[config.mk]
export PLATFORM = sky130hd
export DESIGN_NAME = bcd_calendar_clock
export DESIGN_NICKNAME = d
export VERILOG_FILES = /design/src/rtl/bcd_calendar_clock.sv
export SDC_FILE = /design/constraint.sdc
export NUM_CORES = 1
export LEC_CHECK = 0
export BUFFER_PORTS_ARGS = -buffer_cell sky130_fd_sc_hd__buf_2
export CAP_MARGIN = 20
export CORE_MARGIN = 5
export CORE_UTILIZATION = 55
export CTS_BUF_LIST = sky130_fd_sc_hd__clkbuf_8
export CTS_CLUSTER_SIZE = 8
export DETAILED_ROUTE_END_ITERATION = 8
export GPL_TIMING_DRIVEN = 0
export PLACE_DENSITY_LB_ADDON = 0.3
export SLEW_MARGIN = 40
export SYNTH_ARGS = -nofsm -noshare
export SYNTH_HDL_FRONTEND = slang
export SYNTH_SLANG_ARGS = --single-unit
[constraint.sdc]
create_clock -name clk -period 8.5 [get_ports clk]
set_clock_uncertainty 0.2 [all_clocks]
set_input_delay 0.85 -clock clk [delete_from_list [all_inputs] [get_ports clk]]
set_output_delay 0.85 -clock clk [all_outputs]
set_load 0.01 [all_outputs]
[src/rtl/bcd_calendar_clock.sv]
`timescale 1ns/1ps
module bcd_calendar_clock (
  input  logic       clk,
  input  logic       rst_n,
  input  logic       tick,
  input  logic       wr_en,
  input  logic [2:0] wr_addr,
  input  logic [7:0] wr_data,
  output logic [7:0] sec_o,
  output logic [7:0] min_o,
  output logic [7:0] hour_o,
  output logic [7:0] dow_o,
  output logic [7:0] date_o,
  output logic [7:0] month_o,
  output logic [7:0] year_o
);

  logic       halt, cen_en, cen;
  logic [7:0] sec, mins, hrs, dow, date, mon, yr;
  logic [7:0] last_day;
  logic [6:0] yr_bin;
  logic       adv, c_min, c_hr, c_day, c_mon, c_yr, c_cen;

  function automatic logic [7:0] bcd_inc(input logic [7:0] v);
    bcd_inc = (v[3:0] == 4'd9) ? {v[7:4] + 4'd1, 4'd0} : {v[7:4], v[3:0] + 4'd1};
  endfunction

  assign yr_bin = {3'b0, yr[7:4]} * 7'd10 + {3'b0, yr[3:0]};

  always_comb begin
    case (mon)
      8'h02:                      last_day = (yr_bin[1:0] == 2'b00) ? 8'h29 : 8'h28;
      8'h04, 8'h06, 8'h09, 8'h11: last_day = 8'h30;
      default:                    last_day = 8'h31;
    endcase
  end

  assign adv   = tick & ~halt;
  assign c_min = adv   & (sec  == 8'h59);
  assign c_hr  = c_min & (mins == 8'h59);
  assign c_day = c_hr  & (hrs  == 8'h23);
  assign c_mon = c_day & (date == last_day);
  assign c_yr  = c_mon & (mon  == 8'h12);
  assign c_cen = c_yr  & (yr   == 8'h99);

  function automatic logic hit(input logic [2:0] a);
    hit = wr_en && (wr_addr == a);
  endfunction

  always_ff @(posedge clk or negedge rst_n) begin
    if (!rst_n) begin
      halt <= 1'b0; cen_en <= 1'b0; cen <= 1'b0;
      sec <= 8'h00; mins <= 8'h00; hrs <= 8'h00; dow <= 8'h01;
      date <= 8'h01; mon <= 8'h01; yr <= 8'h00;
    end else begin
      if (hit(3'd0)) begin
        halt <= wr_data[7];
        sec  <= {1'b0, wr_data[6:0]};
      end else if (adv)
        sec <= (sec == 8'h59) ? 8'h00 : bcd_inc(sec);

      if (hit(3'd1))  mins <= {1'b0, wr_data[6:0]};
      else if (c_min) mins <= (mins == 8'h59) ? 8'h00 : bcd_inc(mins);

      if (hit(3'd2)) begin
        cen_en <= wr_data[7];
        cen    <= wr_data[6];
        hrs    <= {2'b0, wr_data[5:0]};
      end else begin
        if (c_hr)           hrs <= (hrs == 8'h23) ? 8'h00 : bcd_inc(hrs);
        if (c_cen & cen_en) cen <= ~cen;
      end

      if (hit(3'd3))  dow <= {5'b0, wr_data[2:0]};
      else if (c_day) dow <= (dow == 8'h07) ? 8'h01 : dow + 8'h01;

      if (hit(3'd4))  date <= {2'b0, wr_data[5:0]};
      else if (c_day) date <= (date == last_day) ? 8'h01 : bcd_inc(date);

      if (hit(3'd5))  mon <= {3'b0, wr_data[4:0]};
      else if (c_mon) mon <= (mon == 8'h12) ? 8'h01 : bcd_inc(mon);

      if (hit(3'd6))  yr <= wr_data;
      else if (c_yr)  yr <= (yr == 8'h99) ? 8'h00 : bcd_inc(yr);
    end
  end

  assign sec_o   = sec | {halt, 7'b0};
  assign min_o   = mins;
  assign hour_o  = hrs | {cen_en, cen, 6'b0};
  assign dow_o   = dow;
  assign date_o  = date;
  assign month_o = mon;
  assign year_o  = yr;

  assert_sec_wrap_R2: assert property (@(posedge clk) disable iff (!rst_n)
    (tick && !halt && !wr_en && sec_o == 8'h59) |=> (sec_o == 8'h00));

  assert_dow_wrap_R4: assert property (@(posedge clk) disable iff (!rst_n)
    (tick && !halt && !wr_en && sec_o == 8'h59 && min_o == 8'h59 &&
     hour_o[5:0] == 6'h23 && dow_o == 8'h07) |=> (dow_o == 8'h01));

  assert_halt_freeze_R9: assert property (@(posedge clk) disable iff (!rst_n)
    (sec_o[7] && !wr_en) |=> $stable({sec_o, min_o, hour_o, dow_o, date_o, month_o, year_o}));

  assert_cen_hold_R8: assert property (@(posedge clk) disable iff (!rst_n)
    (!hour_o[7] && !wr_en) |=> $stable(hour_o[6]));

  assert_write_wins_R11: assert property (@(posedge clk) disable iff (!rst_n)
    (wr_en && wr_addr == 3'd1) |=> (min_o == {1'b0, $past(wr_data[6:0])}));

  assert_idle_hold_R12: assert property (@(posedge clk) disable iff (!rst_n)
    (!tick && !wr_en) |=> $stable({sec_o, min_o, hour_o, dow_o, date_o, month_o, year_o}));

endmodule

==> results.json <==
{
  "drt_pre_antenna_iters": 5,
  "muxShareOfSynthArea_pct": 0.5329,
  "synth_seq_cells": 59,
  "post-route-util_pct": 65.95,
  "p_per_area_nw_per_um2": 225.1,
  "clock_latency_ns": 0.34,
  "required_ns": 8.56,
  "tightest_slew_ns": 0.6503,
  "path_class": "flop to flop",
  "rrSetupSlack_ns": 5.24,
  "setup_viol": 0,
  "port-buffer-count": 68,
  "slew_violations": 0,
  "ys_types": 61,
  "pre_cts_ws_ns": 5.235,
  "seq_area_frac_synth_pct": 37.08,
  "ant_nets": 0,
  "startpoint": "month_o[0]$_DFFE_PN1P_",
  "die_h_um": 95.19,
  "ios": 71,
  "initialDrtViolationCount": 251,
  "syn_nets": 518,
  "regToRegEndpoint": "year_o[7]$_DFFE_PN0P_",
  "cts_inserted_buffers": 9,
  "grt_max_degree": 60,
  "via_per_inst": 5.956,
  "async_reset_ff_share_pct": 100.0,
  "cts_num_sinks": 59,
  "grt_pass1_vias": 3593,
  "cts_tree": "done",
  "timing.rr.start": "month_o[0]$_DFFE_PN1P_",
  "placementRows": 31,
  "wl_per_cell_um": 16.12,
  "netlist_area_um2": 3991,
  "vias": 3961,
  "ff2ff_path_depth": 8,
  "cts_hold_buf": 0,
  "wl_um": 10720,
  "cts_htree_levels": 3,
  "synthFlopType": "dfrtp_1",
  "synthSimpleGateAreaFrac_pct": 30.22,
  "die-area_um2": 9060,
  "cts-root-buf": "clkbuf_8",
  "finalCritPeriodShare_pct": 38.34,
  "place.gp.congestion": 0.9241,
  "maxCapViolCount": 0,
  "cts_resized": 0,
  "area_growth_pct": 18.56,
  "stdcell_count": 665,
  "cp-end-kind": "flop",
  "synth_fa_ha_area_share_pct": 6.583,
  "ys_warn_count": 0,
  "die_w_um": 95.19,
  "critPathMaxFanout": 10,
  "synth_edf_count": 0,
  "synth_xor_area_share_pct": 1.097,
  "grt.total_usage_pct": 24.73,
  "synth_compound_area_share_pct": 18.46,
  "syn_avg_cell_area_um2": 8.281,
  "min-delay-path-class": "input pin to async pin",
  "start_util_pct": 55.62,
  "vdd_drop_max_mv": 0.1046,
  "power.leakage_nw": 2.071,
  "rsz0062_at_grt": "no",
  "netlist_instances": 482,
  "max_freq_mhz": 306.9,
  "drc_errors": 0,
  "final-hold-violation-count": 0,
  "overflow": 0,
  "drive_above_1_share_pct": 21.73,
  "grt_pass1_wl_um": 17370,
  "period_minus_slack_ns": 3.259,
  "dpl.hpwl_um": 7615,
  "post-cts-setup-buffers": 0,
  "relSlewSlack_pct": 56.55,
  "core-area_um2": 7176,
  "dp_cells": 649,
  "critPathLaunchType": "flop",
  "antenna_found_initial": 0,
  "critPathArrivalTime_ns": 3.32,
  "nets": 597,
  "finalWorstSetupSlack_ns": 5.241,
  "path_clk_slew_ns": 0.07,
  "crit_path_end": "year_o[7]$_DFFE_PN0P_",
  "tns_ns": 0,
  "antenna_cells": 0,
  "synth_top_family_by_area": "simple AND/OR/NAND/NOR gates",
  "cts.path.max_buffers": 2,
  "status": "completed"
}
## critical path, stage by stage (launching register included)
cell and delay, ns:
dfstp_2 0.53, clkbuf_1 0.32, nor4bb_1 0.25, clkbuf_1 0.34, o21ai_0 0.22, nand4_1 0.32, nand4_2 0.25, or4b_1 0.56
a31oi_1 0.19
## how the worst min path moves through the flow
stage,end,slack [ns],depth (start not counted)
after floorplan,cen_en$_DFFE_PN0P_,0.26,2
after global placement,cen_en$_DFFE_PN0P_,0.30,2
after detailed placement,cen_en$_DFFE_PN0P_,0.29,2
after CTS,cen_en$_DFFE_PN0P_,0.31,2
after global routing,sec[1]$_DFFE_PN0P_,0.31,1
final,sec[1]$_DFFE_PN0P_,0.27,1
## cell type report
type / count / area, um2
Buffer: 33 / 180.2
Clock buffer: 12 / 165.2
Clock inverter: 4 / 95.09
Fill cell: 620 / 2444
Inverter: 16 / 60.06
Multi-Input combinational cell: 374 / 2281
Sequential cell: 59 / 1480
Tap cell: 99 / 123.9
Timing Repair Buffer: 68 / 346.6
## layout by cell type (no fill, tap or decap), types with 3 or more instances in the layout
cell	n
dfrtp_1	56
nor3_1	16
nor2_1	42
and3_1	10
or3b_2	3
o211ai_1	5
inv_1	16
ha_1	21
a211oi_1	5
nand2b_1	9
nand4_1	8
a21oi_1	27
clkbuf_1	18
bufinv_16	3
o21ai_0	54
dfstp_2	3
xor2_1	4
and2_1	4
nand3_1	18
nand3b_1	5
buf_2	67
or3_1	13
nor4_1	4
nor3b_1	5
a31oi_1	16
nor2b_1	5
buf_4	13
nand4b_1	3
or4_1	4
clkbuf_8	12
or2_2	7
nand2_1	49
## synthesized netlist by cell type (all sizes together) (2+ instances only)
library cell | instances | area (um2)
nor4 | 4 | 25.02
xor2 | 4 | 35.03
nand4 | 9 | 62.56
a31oi | 16 | 100.1
ha | 21 | 262.8
nand2b | 9 | 56.30
a22oi | 2 | 15.01
dfstp | 3 | 78.83
nor3b | 5 | 37.54
buf | 15 | 112.6
nor2b | 5 | 31.28
a21oi | 27 | 135.1
nand2 | 49 | 183.9
nor4b | 3 | 32.53
or2 | 7 | 43.79
o211ai | 5 | 37.54
or4 | 6 | 50.05
and2 | 4 | 25.02
o21ai | 54 | 270.3
nand4b | 3 | 26.28
or4b | 4 | 43.79
o31ai | 2 | 15.01
or3b | 3 | 26.28
and3 | 10 | 62.56
or3 | 13 | 81.33
and3b | 2 | 17.52
a211oi | 6 | 57.56
nor3 | 18 | 90.09
clkbuf | 18 | 67.56
dfrtp | 56 | 1401
nor2 | 43 | 163.9
nand3 | 18 | 90.09
inv | 16 | 60.06
nand3b | 5 | 37.54
## power by group
group          switching [mW]  internal [mW]
combinational           0.164          0.149
clock                   0.118          0.218
sequential             0.0791          0.336
total                   0.361          0.704
## state kept, by name, summed over array words and instances (netlist names)
register / flops
date_o: 8
hrs: 8
month_o: 8
halt: 1
cen_en: 1
year_o: 8
sec: 8
min_o: 8
cen: 1
dow_o: 8
## kinds of logic (layout without fill, tap and decap cells)
kind of cell | after synthesis | in the layout
multiplexers | 2 | 2
adder cells (fa/ha/maj) | 21 | 21
XOR/XNOR | 5 | 5
AO/OA/AOI/OAI | 124 | 124
AND/OR/NAND/NOR | 222 | 222
buffers and inverters | 49 | 133
flip-flops | 59 | 59
## through the flow
stage	total power, mW	cell area (um2)	hold slack [ns]
4_1_cts	1.066	4718	0.3061
2_1_floorplan	0.6092	3991	0.2593
5_1_grt	1.133	4732	0.3056
6_report	1.065	4732	0.2668
3_3_place_gp	0.7134	4456	0.2952
3_5_place_dp	0.7297	4458	0.2910
## layer usage
layer	vias to the layer above	track usage [%]	part of all wire, %
met2	127	39.18	47
met4	0	12.02	3.2
met3	30	4.025	5.6
met1	1900	32.83	45
met5	-	0	0
li1	1904	-	-
Note: power is estimated with default switching activity, not from simulation.
